===== config.mk =====
export PLATFORM = sky130hd
export DESIGN_NAME = npc_unit
export DESIGN_NICKNAME = d
export VERILOG_FILES = /design/src/rtl/npc_pkg.sv /design/src/rtl/npc_reset_sync.sv /design/src/rtl/npc_branch_check.sv /design/src/rtl/npc_seq_adder.sv /design/src/rtl/npc_select.sv /design/src/rtl/npc_unit.sv
export SDC_FILE = /design/constraint.sdc
export NUM_CORES = 1
export LEC_CHECK = 0
export CORE_MARGIN = 5
export CORE_UTILIZATION = 39
export DETAILED_ROUTE_END_ITERATION = 6
export PLACE_DENSITY = 0.78
export SKIP_CTS_REPAIR_TIMING = 1
export SYNTH_ARGS = -nofsm -noshare
export SYNTH_HDL_FRONTEND = slang
export SYNTH_HIERARCHICAL = 1
export SYNTH_SLANG_ARGS = --single-unit

===== constraint.sdc =====
create_clock -name clk -period 16.2 [get_ports clk]
set_clock_uncertainty 0.15 [all_clocks]
set_input_delay 2.43 -clock clk [delete_from_list [all_inputs] [get_ports clk]]
set_output_delay 2.43 -clock clk [all_outputs]
set_load 0.05 [all_outputs]

===== src/rtl/npc_pkg.sv =====
package npc_pkg;

  typedef enum logic [1:0] {
    BRK_NONE = 2'b00,
    BRK_EQ   = 2'b01,
    BRK_NE   = 2'b10,
    BRK_LTZ  = 2'b11
  } brk_e;

  typedef enum logic [1:0] {
    SRC_STEP = 2'b00,
    SRC_JUMP = 2'b01,
    SRC_REG  = 2'b10,
    SRC_TRAP = 2'b11
  } src_e;

endpackage


===== src/rtl/npc_reset_sync.sv =====
module npc_reset_sync #(
  parameter int STAGES = 2
) (
  input  logic clk,
  input  logic rst_n,
  output logic rst_sync_n
);

  logic [STAGES-1:0] chain_q;
  logic [STAGES-1:0] chain_d;

  generate
    if (STAGES == 1) begin : g_single
      assign chain_d = 1'b1;
    end else begin : g_multi
      assign chain_d = {chain_q[STAGES-2:0], 1'b1};
    end
  endgenerate

  always_ff @(posedge clk or negedge rst_n) begin
    if (!rst_n) chain_q <= '0;
    else        chain_q <= chain_d;
  end

  assign rst_sync_n = chain_q[STAGES-1];

endmodule


===== src/rtl/npc_branch_check.sv =====
module npc_branch_check
  import npc_pkg::*;
#(
  parameter int DATA_W = 32
) (
  input  logic [DATA_W-1:0] opa,
  input  logic [DATA_W-1:0] opb,
  input  logic [1:0]        kind,
  output logic              taken
);

  brk_e kind_e;
  logic same;

  always_comb begin
    kind_e = brk_e'(kind);
    same   = (opa == opb);
    unique case (kind_e)
      BRK_EQ:  taken = same;
      BRK_NE:  taken = !same;
      BRK_LTZ: taken = opa[DATA_W-1];
      default: taken = 1'b0;
    endcase
  end

endmodule


===== src/rtl/npc_seq_adder.sv =====
module npc_seq_adder #(
  parameter int PC_W  = 30,
  parameter int IMM_W = 16
) (
  input  logic [PC_W-1:0]  base,
  input  logic [IMM_W-1:0] offset,
  input  logic             use_off,
  output logic [PC_W-1:0]  sum
);

  localparam int EXT_W = PC_W - IMM_W;

  logic [PC_W-1:0] addend;
  logic [PC_W-1:0] carry_in;

  always_comb begin
    if (use_off) addend = {{EXT_W{offset[IMM_W-1]}}, offset};
    else         addend = '0;
    carry_in = {{(PC_W-1){1'b0}}, 1'b1};
    sum      = base + addend + carry_in;
  end

endmodule


===== src/rtl/npc_select.sv =====
module npc_select
  import npc_pkg::*;
#(
  parameter int              PC_W         = 30,
  parameter int              JT_W         = 26,
  parameter logic [PC_W-1:0] SYSCALL_WORD = 30'h0000_0040
) (
  input  logic [PC_W-1:0]      seq_word,
  input  logic [PC_W-1:JT_W]   pc_top,
  input  logic [JT_W-1:0]      jump_tgt,
  input  logic [PC_W-1:0]      reg_word,
  input  logic [1:0]           src,
  output logic [PC_W-1:0]      chosen
);

  src_e src_e_v;

  always_comb begin
    src_e_v = src_e'(src);
    unique case (src_e_v)
      SRC_JUMP: chosen = {pc_top, jump_tgt};
      SRC_REG:  chosen = reg_word;
      SRC_TRAP: chosen = SYSCALL_WORD;
      default:  chosen = seq_word;
    endcase
  end

endmodule


===== src/rtl/npc_unit.sv =====
module npc_unit
  import npc_pkg::*;
#(
  parameter int DATA_W       = 32,
  parameter int IMM_W        = 16,
  parameter int JT_W         = 26,
  parameter int RST_STAGES   = 2,
  parameter logic [DATA_W-3:0] SYSCALL_WORD = 30'h0000_0040,
  parameter logic [DATA_W-3:0] RESET_WORD   = 30'h0010_0000
) (
  input  logic              clk,
  input  logic              rst_n,
  input  logic              step_en,
  input  logic [IMM_W-1:0]  br_imm,
  input  logic [JT_W-1:0]   jump_tgt,
  input  logic [DATA_W-1:0] rs_val,
  input  logic [DATA_W-1:0] rt_val,
  input  logic [1:0]        br_kind,
  input  logic [1:0]        pc_src,
  output logic [DATA_W-3:0] pc_word,
  output logic [DATA_W-3:0] next_pc,
  output logic [DATA_W-3:0] link_pc,
  output logic              br_taken
);

  localparam int PC_W = DATA_W - 2;
  localparam logic [PC_W-1:0] ONE = {{(PC_W-1){1'b0}}, 1'b1};

  logic            rst_sync_n;
  logic [PC_W-1:0] pc_q;
  logic [PC_W-1:0] pc_d;
  logic [PC_W-1:0] seq_sum;
  logic [PC_W-1:0] sel_word;
  logic            taken;

  npc_reset_sync #(.STAGES(RST_STAGES)) u_rst (
    .clk        (clk),
    .rst_n      (rst_n),
    .rst_sync_n (rst_sync_n)
  );

  npc_branch_check #(.DATA_W(DATA_W)) u_cond (
    .opa   (rs_val),
    .opb   (rt_val),
    .kind  (br_kind),
    .taken (taken)
  );

  npc_seq_adder #(.PC_W(PC_W), .IMM_W(IMM_W)) u_add (
    .base    (pc_q),
    .offset  (br_imm),
    .use_off (taken),
    .sum     (seq_sum)
  );

  npc_select #(.PC_W(PC_W), .JT_W(JT_W), .SYSCALL_WORD(SYSCALL_WORD)) u_sel (
    .seq_word (seq_sum),
    .pc_top   (pc_q[PC_W-1:JT_W]),
    .jump_tgt (jump_tgt),
    .reg_word (rs_val[DATA_W-1:2]),
    .src      (pc_src),
    .chosen   (sel_word)
  );

  always_comb begin
    if (step_en) pc_d = sel_word;
    else         pc_d = pc_q;
  end

  always_ff @(posedge clk or negedge rst_sync_n) begin
    if (!rst_sync_n) pc_q <= RESET_WORD;
    else             pc_q <= pc_d;
  end

  assign pc_word  = pc_q;
  assign next_pc  = sel_word;
  assign link_pc  = seq_sum;
  assign br_taken = taken;

  assert_pc_load_R10: assert property (@(posedge clk) disable iff (!rst_sync_n)
    step_en |=> (pc_word == $past(next_pc)));

  assert_pc_hold_R10: assert property (@(posedge clk) disable iff (!rst_sync_n)
    !step_en |=> $stable(pc_word));

  assert_step_path_R3: assert property (@(posedge clk) disable iff (!rst_sync_n)
    (pc_src == 2'b00 && !br_taken) |-> (next_pc == pc_word + ONE));

  assert_link_value_R2: assert property (@(posedge clk) disable iff (!rst_sync_n)
    !br_taken |-> (link_pc == pc_word + ONE));

  assert_jump_splice_R7: assert property (@(posedge clk) disable iff (!rst_sync_n)
    (pc_src == 2'b01) |-> (next_pc[PC_W-1:JT_W] == pc_word[PC_W-1:JT_W]
                           && next_pc[JT_W-1:0] == jump_tgt));

  assert_trap_entry_R9: assert property (@(posedge clk) disable iff (!rst_sync_n)
    (pc_src == 2'b11) |-> (next_pc == SYSCALL_WORD));

  assert_no_cond_R5: assert property (@(posedge clk) disable iff (!rst_sync_n)
    (br_kind == 2'b00) |-> !br_taken);

endmodule


# Word-level counts from Yosys, hierarchy flattened
# Cells that the tools add are included.
# word_totals
ff_bits,32
input_bits,113
word_cells,15
# classes
n_addsub,2
n_eq_ne,7
n_mux,3
reduce_logical,1
# op_table
operator,n
30-bit one-hot mux with 3 select lines,1
32-bit equality test,1
"30-bit by 1-bit adder with 30-bit output, second input constant",1
30-bit adder,1
30-bit two-way mux,1
"2-bit equality test, second input constant",4
"2-bit by 1-bit equality test with 1-bit output, second input constant",2
1-bit one-hot mux with 3 select lines,1
1-bit logical NOT,1

# Longest topological paths before layout
# depth
depth_word,7
ltp_mapped,20
depth_no_buf,18

# Cells and area by module
# Netlist, hierarchy kept.
# by_module_without_submodules
module,n_inst,cells_each,area_each_um2
npc_seq_adder,1,258,1720.4
npc_unit,1,63,1236.2
npc_select,1,72,732.0
npc_branch_check,1,46,391.6
npc_reset_sync,1,3,53.8

# Worst setup path before layout
# No wires, ideal clock.
# synth_path
kind,input to output
startpoint,input port rt_val[31]
endpoint,output port next_pc[22]
arrival_time_ns,8.967
required_time_ns,13.620
setup_slack_ns,4.653
path_stages,18
path_buffers,2
cell_sequence,xor2_1 > nor4_2 > nand4_1 > o41ai_1 > buf_6 > clkbuf_1 > nand2_1 > ha_1 > fa_1 > and2b_1 > o211ai_2 > a31oi_2 > a221oi_2 > o41a_4 > mux2i_1 > xnor2_1 > mux2i_1 > o2bb2ai_1
# synth_via
elab_chain_len,7
# synth_lines
item,line_no,rtl
"start, declared",npc_unit.sv:17,"input logic [DATA_W-1:0] rt_val,"
32-bit equality test (*),npc_branch_check.sv:17,same = (opa == opb);
1-bit logical NOT,npc_branch_check.sv:20,BRK_NE: taken = !same;
1-bit one-hot mux with 3 select lines (*),npc_branch_check.sv:18,unique case (kind_e)
net br_taken,npc_unit.sv:23,output logic br_taken
30-bit two-way mux (*),npc_seq_adder.sv:17,"if (use_off) addend = {{EXT_W{offset[IMM_W-1]}}, offset};"
30-bit adder (*),npc_seq_adder.sv:20,sum = base + addend + carry_in;
30-bit by 1-bit adder with 30-bit output (*),npc_seq_adder.sv:20,
net link_pc[22],npc_unit.sv:22,"output logic [DATA_W-3:0] link_pc,"
30-bit one-hot mux with 3 select lines (*),npc_select.sv:20,unique case (src_e_v)
"end, declared",npc_unit.sv:21,"output logic [DATA_W-3:0] next_pc,"
# Mark *: on every way through the listed nets, which the timed path passes. The rest lies on a longest branch.

# Final worst setup path
# layout_path
startpoint,input port rs_val[7]
endpoint,output port next_pc[22]
# layout_via
elab_chain_len,7
# layout_lines
item,line_no,rtl
"start, declared",npc_unit.sv:16,"input logic [DATA_W-1:0] rs_val,"
32-bit equality test (*),npc_branch_check.sv:17,
1-bit logical NOT,npc_branch_check.sv:20,
1-bit one-hot mux with 3 select lines (*),npc_branch_check.sv:18,
30-bit two-way mux (*),npc_seq_adder.sv:17,
30-bit adder (*),npc_seq_adder.sv:20,
30-bit by 1-bit adder with 30-bit output (*),npc_seq_adder.sv:20,
30-bit one-hot mux with 3 select lines (*),npc_select.sv:20,
# Every way passes the cells marked *; elsewhere a longest branch is shown, timed or not.

==> impl_metrics.toml <==
[outcome]
status = "completed"

[sta]
finalHoldViolations = 0
slew_viol_final = 0
post-route-min-period_ps = 10510
max_freq_mhz = 95.2
period_share_pct = 64.9
setup_tns_ps = 0
slew_headroom_pct = 27.9
rsz0062_at_grt = "no"
setup_viol = 0
finalWorstSetupSlack_ps = 5690
worst_pin_slew_ps = 1080

[floorplanning]
die_w_um = 113
die-area_mm2 = 0.0128
core_area_mm2 = 0.0103
num_rows = 37
ioPinCount = 204
start_util_pct = 40.0
fp.dieH_um = 113

[critical_path]
crit_required_ps = 13620
cp.buffers_inverters = 3
worstSetupPathType = "input pin to output pin"
crit_slowest_cell = "clkdlybuf4s50_1"
cp_max_fo = 19
startpoint_type = "input pin"
cpPeakStageDelay_ps = 840
arrival_ps = 7930
cp-end-kind = "output pin"
cp_cell_sequence = "clkdlybuf4s50_1 > xor2_1 > nor4_1 > nand4_1 > o41ai_2 > buf_4 > nand2_1 > ha_1 > fa_1 > and2b_1 > o211ai_2 > a31oi_2 > a221oi_2 > o41a_4 > mux2i_1 > xnor2_1 > mux2i_1 > o2bb2ai_1 > clkdlybuf4s50_1"
cp_top_family = "buffers and inverters"

[grt]
grt_pass1_wl_mm = 24.6
grt_max_degree = 33
grt_usage_pct = 24.0
grt-ovfl-total = 0
antenna_found_initial = 0
grt_pass1_vias = 4523

[layout]
diodes = 0
final_layout_size_suffix_gt1_share_pct = 11.1
regArea_um2 = 802
multiInputGateArea_mm2 = 0.00311
synthToLayoutAreaGrowth_pct = 50.8
nNetsFinal = 759
num-fill-cells = 892
fin_util_pct = 60.4
fin_cells = 766

[yosys]
ys_top_cells_by_area = "dfrtp_1 (19%), mux2_4 (11%), mux2i_1 (8.7%)"
synth_edf_count = 0
syn_area_mm2 = 0.00413
yosys.area.top_type = "dfrtp_1"
ys.flop_type = "dfrtp_1"
synth_most_common_cell = "xor2_1"
synth_top_area_share_pct = 18.8
syn-mean-instance-area_um2 = 9.35
ys_seq_area_share_pct = 19.4
ys_types = 67
yosys_warnings = 6
yosys-top-cells-count = "xor2_1 (37), mux2i_1 (36), dfrtp_1 (31)"
syn_nets = 571
synthArstFlopShare_pct = 100
synth_cells = 442
synth-seq-cells = 32

[power]
leakage_nw = 2.61
finalPower_mw = 0.655
ir_drop_v = 0.0000667
p_per_area_mw_per_mm2 = 105

[drt]
viasPerCell = 5.60
post-route-drc-count = 0
postRouteAntennaNets = 0
first_iter_violations = 260
wl_per_cell_um = 20.7
wirelength_mm = 15.9
vias = 4291
first_pass_iters = 5

[clocking]
clk_latency_ps = 290
cts.sinks = 32
cts_root_buf = "clkbuf_8"
path_clk_slew_ps = 70
cts_tree = "yes"
clock_path_buffers = 2
htreeDepth = 2
cts_inserted_buffers = 5

[place]
gp_congestion = 1.00
place_ws_ps = 5810
placedCellCount = 759
portBuffers = 203
dp_hpwl_mm = 12.6

[hold_path]
hold_path_class = "register to async pin"

[job]
drv_cap = 0
==> through the flow <==
stage,cell area [µm²],hold slack (ps)
3_5_place_dp,6160,135
2_1_floorplan,4130,181
3_3_place_gp,6160,129
6_report,6240,123
4_1_cts,6240,143
5_1_grt,6240,180
==> where the power goes <==
group	switching (mW)	internal, mW
clock	0.0311	0.0292
sequential	0.0251	0.0941
combinational	0.298	0.177
==> sequential cells by signal, summed over array words and instances, names as in the netlist <==
name / count
pc_word: 30
u_rst/chain_q: 2
==> layout make-up <==
| type | count | share of cell area (%) |
|---|---|---|
| inverter | 11 | 0.662 |
| sequential | 32 | 12.9 |
| clock inverter | 1 | 0.0803 |
| tap | 136 | 2.73 |
| clock buffer | 6 | 1.16 |
| timing repair buffer | 205 | 32.6 |
| multi-input combinational | 375 | 49.9 |
==> cell families after synthesis <==
group / count (synthesis) / synth area share (%)
XOR/XNOR: 61 / 12.9
AO/OA/AOI/OAI: 103 / 20.4
flip-flops: 32 / 19.4
buffers and inverters: 35 / 5.48
AND/OR/NAND/NOR: 128 / 17.1
other: 1 / 0.0907
adder cells (fa/ha/maj): 16 / 5.02
multiplexers: 66 / 19.6
==> cells in the final DEF (no fill, tap or decap), drive strengths merged, types with 2 or more instances in the layout <==
cell type	n
o22ai	4
and3	6
nor2	23
mux2	30
clkdlybuf4s50	200
dfrtp	31
a211oi	4
a21o	4
a211o	2
a21oi	19
and2b	2
ha	15
o221ai	2
clkbuf	6
nand3	8
xnor2	24
o21ai	15
o2bb2ai	30
nor4	11
a31oi	4
or4	3
or3	6
nand2	31
mux2i	36
o2111ai	2
buf	5
and2	18
o21a	3
nand4	5
nor3	7
xor2	37
inv	11
o211ai	5
nor2b	4
==> per-layer routing <==
layer / global-route usage (%) / vias to the layer above / share of wire (%)
met4: 4.97 / 0 / 1.5
met2: 42.6 / 240 / 49
met5: 0 / - / 0
met3: 4.81 / 25 / 8.3
met1: 30.2 / 2017 / 41
li1: - / 2009 / -
==> path summary, 6_finish.rpt <==
check                                            from                          to  slack (ps)  cells past startpoint
max                                         rs_val[7]                 next_pc[22]        5690                     19
min                        u_rst/chain_q[1]$_DFF_PN0_      pc_word[3]$_DFFE_PN0P_         120                      1
max reg2reg                    pc_word[0]$_DFFE_PN0P_     pc_word[22]$_DFFE_PN0P_       12750                     13
min reg2reg                u_rst/chain_q[1]$_DFF_PN0_      pc_word[3]$_DFFE_PN0P_         120                      1
max in group asynchronous                       rst_n  u_rst/chain_q[0]$_DFF_PN0_       13640                      1
min in group clk           u_rst/chain_q[0]$_DFF_PN0_  u_rst/chain_q[1]$_DFF_PN0_         210                      0
(Power assumes the default switching activity.)
